<file path="config.mk">
export PLATFORM = sky130hd
export DESIGN_NAME = lfsr_raster_timer
export DESIGN_NICKNAME = d
export VERILOG_FILES = /design/src/rtl/lfsr_raster_timer.sv
export SDC_FILE = /design/constraint.sdc
export NUM_CORES = 1
export LEC_CHECK = 0
export BUFFER_PORTS_ARGS = -buffer_cell sky130_fd_sc_hd__buf_2
export CAP_MARGIN = 20
export CORE_MARGIN = 3
export CORE_UTILIZATION = 54
export CTS_BUF_LIST = sky130_fd_sc_hd__clkbuf_8
export CTS_CLUSTER_DIAMETER = 100
export DETAILED_ROUTE_END_ITERATION = 7
export PLACE_DENSITY = 0.79
export SLEW_MARGIN = 20
export SYNTH_ARGS = -nofsm -noshare
export SYNTH_HDL_FRONTEND = slang
export SYNTH_SLANG_ARGS = --single-unit
</file>
<file path="constraint.sdc">
create_clock -name clk -period 4 [get_ports clk]
set_input_delay 0.4 -clock clk [delete_from_list [all_inputs] [get_ports clk]]
set_output_delay 0.4 -clock clk [all_outputs]
set_load 0.05 [all_outputs]
</file>
<file path="src/rtl/lfsr_raster_timer.sv">
module lfsr_raster_timer #(
  parameter int ACT_W = 16
) (
  input  logic             clk,
  input  logic             rst_n,
  input  logic             pix_en,
  input  logic [1:0]       blank_mode,
  input  logic [15:0]      h_start_st,
  input  logic [15:0]      h_end_st,
  input  logic [15:0]      h_sync_end_st,
  input  logic [15:0]      h_last_st,
  input  logic [15:0]      v_start_st,
  input  logic [15:0]      v_end_st,
  input  logic [15:0]      v_sync_end_st,
  input  logic [15:0]      v_total_st,
  input  logic [ACT_W-1:0] act_pixels,
  input  logic [ACT_W-1:0] act_lines,
  output logic             hsync,
  output logic             vsync,
  output logic             disp_en,
  output logic             fetch_active,
  output logic             frame_start
);

  function automatic logic [15:0] lfsr_next(input logic [15:0] s);
    return {s[14:0], s[15] ^ s[4] ^ s[2] ^ s[1]};
  endfunction

  localparam logic [15:0] SEED  = 16'hFFFF;
  localparam logic [15:0] HS_ON = lfsr_next(SEED);
  localparam int          PW    = 8 * 16 + 2 * ACT_W;

  logic [15:0] hc, vc, hn, vstep, vn;
  logic [PW-1:0] cfg_in, cfg_sh, cfg;
  logic [15:0] c_hstart, c_hend, c_hsend, c_hlast;
  logic [15:0] c_vstart, c_vend, c_vsend, c_vtot;
  logic [ACT_W-1:0] c_actpx, c_actln, px, ln;
  logic h_act, hs_f, v_act, vs_f;
  logic origin, h_wrap, v_wrap, line_adv;

  assign cfg_in = {h_start_st, h_end_st, h_sync_end_st, h_last_st,
                   v_start_st, v_end_st, v_sync_end_st, v_total_st,
                   act_pixels, act_lines};
  assign origin = (hc == SEED) && (vc == SEED);
  assign cfg    = origin ? cfg_in : cfg_sh;
  assign {c_hstart, c_hend, c_hsend, c_hlast,
          c_vstart, c_vend, c_vsend, c_vtot, c_actpx, c_actln} = cfg;

  assign h_wrap   = (hc == c_hlast);
  assign hn       = h_wrap ? SEED : lfsr_next(hc);
  assign vstep    = lfsr_next(vc);
  assign v_wrap   = (vstep == c_vtot);
  assign vn       = v_wrap ? SEED : vstep;
  assign line_adv = pix_en && h_wrap;

  always_ff @(posedge clk) begin
    if (!rst_n) begin
      hc     <= SEED;
      vc     <= SEED;
      cfg_sh <= '0;
      h_act  <= 1'b0;
      hs_f   <= 1'b0;
      v_act  <= 1'b0;
      vs_f   <= 1'b1;
      px     <= '0;
      ln     <= '0;
    end else begin
      cfg_sh <= cfg;
      if (pix_en) begin
        hc <= hn;
        px <= h_act ? px + 1'b1 : '0;
        if (h_wrap) begin
          h_act <= (c_hstart == SEED);
          hs_f  <= 1'b0;
        end else begin
          if (hn == c_hstart)    h_act <= 1'b1;
          else if (hn == c_hend) h_act <= 1'b0;
          if (hn == HS_ON)        hs_f <= 1'b1;
          else if (hn == c_hsend) hs_f <= 1'b0;
        end
      end
      if (line_adv) begin
        vc <= vn;
        ln <= v_act ? ln + 1'b1 : '0;
        if (v_wrap) begin
          v_act <= (c_vstart == SEED);
          vs_f  <= 1'b1;
        end else begin
          if (vn == c_vstart)    v_act <= 1'b1;
          else if (vn == c_vend) v_act <= 1'b0;
          if (vn == c_vsend) vs_f <= 1'b0;
        end
      end
    end
  end

  assign hsync        = hs_f & ~blank_mode[1];
  assign vsync        = vs_f & ~blank_mode[1];
  assign disp_en      = (blank_mode == 2'b00) & h_act & v_act;
  assign fetch_active = disp_en & (px < c_actpx) & (ln < c_actln);
  assign frame_start  = origin & pix_en;

endmodule


</file>
==> flow_summary.toml <==
[worst_hold_path]
hold_path.class = "input pin to flip-flop"

[status]
status = "complete, no violations"

[timing]
slew_headroom_pct = 43.43
setup_tns_ns = 0
worst_pin_slew_ns = 0.8425
setup_violations = 0
slew_viol_final = 0
finalClockSkew_ns = 0.02271
rsz0062_at_grt = "yes"
min_period_over_period_pct = 98.04
period_needed_ns = 3.921
clock.fmax_ghz = 0.2550
finalHoldViolCount = 0

[power]
switching_share_pct = 27.89
powerDensity_nw_per_um2 = 381.9
power_frac_seq_pct = 44.9
switchingPower_uw = 1541
p_comb_share_pct = 18.5
power_leakage_uw = 0.006198
ir_drop_mv = 0.2696
internal_power_uw = 3983
clkPwrFrac_pct = 36.6

[synth]
yosysMostFrequentCell = "dfxtp_1"
synth_top_cell_by_area = "dfxtp_1"
synth.avg_cell_area_um2 = 8.532
synth_top_area_share_pct = 37.02
ys_warn_count = 0
synth_edf_count = 0
synth_async_sr_flop_share_pct = 0
synthFlopType = "dfxtp_1"
netlist_area_um2 = 12330
syn_inst = 1445
syn-num-nets = 1642
ys_top_cells_by_count = "dfxtp_1, nand2_1, nor2b_1, mux2i_1, nor2_1"
ys_seq_elements = 228
synth_top_cells_by_area = "dfxtp_1, mux2i_1, nor2b_1"
ys_types = 66
ys_seq_area_share_pct = 37.02

[global_routing]
grt_max_degree = 103
antenna_found_initial = 5
gr-total-overflow = 0
grt_pass1_wl_um = 54170
grt_pass1_vias = 10643
grt_use_total_pct = 27.04

[finish]
stdcell_count = 1930
area_delta_synth_final_pct = 17.35
final_nets = 1819
drive_above_1_share_pct = 19.78

[critical_path]
cp-start-kind = "flip-flop"
critPathMaxFanout = 5
arrival_ns = 3.52
crit_type = "flip-flop to output pin"
worstSetupEndpointType = "output pin"
cp_data_required_time_ns = 3.60

[floorplanning]
std_cell_rows = 54
start_util_pct = 55.80
die_x_um = 157.1
core_area_um2 = 22090
die_h_um = 157.1
ios = 170
dieArea_um2 = 24680

[route]
remaining_drc_errors = 0
detail-route-antenna-nets = 0
vias = 11060
avgRoutedWirePerCell_um = 17.63
first_pass_iters = 6
drt-initial-drc-count = 855
drt_wl_total_um = 34030
viasPerCell = 5.731

[clock_network]
cts_htree_levels = 2
cts.sinks = 228
cts_buffer_depth = 3
clkTransAtPathRegs_ns = 0.07
cts_tree = "done"
clk_latency_ns = 0.53
cts-root-buf = "clkbuf_8"
cts_buffers = 38

[placed_design]
placedCellCount = 1850
gp_congestion = 0.9459
portBuffers = 169
hpwl_um = 24570

[run]
cap_violations = 0
## worst max-delay path: stages, from the launching register on
cell and delay (ns):
dfxtp_2 0.36, nand4_4 0.13, nor4_4 0.29, buf_4 0.18, and3_4 0.26, mux2i_4 0.24
ha_1 0.25, o21a_1 0.11, o21a_1 0.16, o21a_1 0.16, o21a_1 0.16, o21ai_1 0.14
a2111oi_2 0.11, a211oi_4 0.26, buf_6 0.19
## stage by stage
stage | hold slack (ns) | utilization (%) | power, µW | setup WS [ns] | area [µm²]
after floorplan | 0.4410 | - | 3218 | 0.003297 | 12400
after global placement | 0.4532 | 61.21 | 3460 | 0.3916 | 13520
after detailed placement | 0.4592 | 61.21 | 3493 | 0.2813 | 13520
after CTS | 0.1189 | 65.26 | 5545 | 0.03475 | 14420
after global routing | 0.1286 | 65.48 | 5790 | -0.08589 | 14470
final | 0.1461 | 65.48 | 5524 | 0.07854 | 14470
## placed cells by master (no fill, tap or decap), types with 14 or more instances in the layout
| cell | count |
|---|---|
| xnor2_1 | 44 |
| nand2_1 | 190 |
| ha_1 | 32 |
| a21boi_0 | 41 |
| nand3_1 | 35 |
| o21ai_0 | 71 |
| nor4_1 | 20 |
| nor3_1 | 26 |
| inv_1 | 35 |
| mux2i_1 | 106 |
| nor2b_1 | 125 |
| xor2_1 | 63 |
| and2_1 | 14 |
| dfxtp_1 | 223 |
| nor2_1 | 72 |
| clkbuf_8 | 50 |
| nand4_1 | 38 |
| a21oi_1 | 41 |
| nand2b_1 | 15 |
| buf_4 | 66 |
| buf_2 | 167 |
## per-layer routing
metal | GRT usage (%) | routed length [µm] | vias to the layer above
li1 | - | - | 5385
met1 | 36.81 | 14680 | 5107
met2 | 43.66 | 15250 | 486
met3 | 5.582 | 3233 | 76
met4 | 7.727 | 830 | 6
met5 | 0 | 36 | -
## worst paths after layout
check / startpoint / to / slack (ns) / cells past startpoint
setup / recovery: hc[10] / fetch_active / 0.08 / 14
hold / removal: h_last_st[12] / cfg_sh[108] / 0.15 / 3
setup reg to reg: vc[12] / h_act / 0.31 / 13
hold reg to reg: cfg_sh[39] / cfg_sh[39] / 0.47 / 2
## cells by family (layout without fill, tap and decap cells)
group / after synthesis / count (layout) / synth area share [%]
multiplexers: 121 / 121 / 9.916
other: 0 / 2 / 0
adder cells (fa/ha/maj): 32 / 32 / 3.248
flip-flops: 228 / 228 / 37.02
AO/OA/AOI/OAI: 241 / 241 / 12.62
AND/OR/NAND/NOR: 595 / 596 / 25.03
buffers and inverters: 121 / 323 / 4.567
XOR/XNOR: 107 / 107 / 7.602
## cell type report
type,instances,area (µm²)
Timing Repair Buffer,237,1415
Inverter,20,75.07
Multi-Input combinational cell,1097,7301
Clock buffer,50,688.2
Antenna cell,2,5.005
Clock inverter,16,61.31
Fill cell,1840,7627
Sequential cell,228,4571
Tap cell,280,350.3
## power by group through the flow
| stage | combinational [µW] | clock [µW] | sequential [µW] |
|---|---|---|---|
| after CTS | 1010 | 2060 | 2480 |
| after floorplan | 708 | 0 | 2510 |
| after global routing | 1120 | 2170 | 2490 |
| after global placement | 939 | 0 | 2520 |
| after detailed placement | 965 | 0 | 2530 |
| final | 1020 | 2020 | 2480 |
## registers in the layout, indices dropped and copies added (netlist names)
register  flops
v_act         1
hc           16
px           16
h_act         1
vc           16
cfg_sh      160
hs_f          1
ln           16
vs_f          1
## what timing repair did
item,4_1_cts,5_1_grt
buffers inserted,10,0
pin swaps,2,2
endpoints found under the setup margin,1,1
gates cloned,2,0
resized for setup,10,14
hold buffers,0,0
No activity file was read; power rests on OpenSTA's default activity.
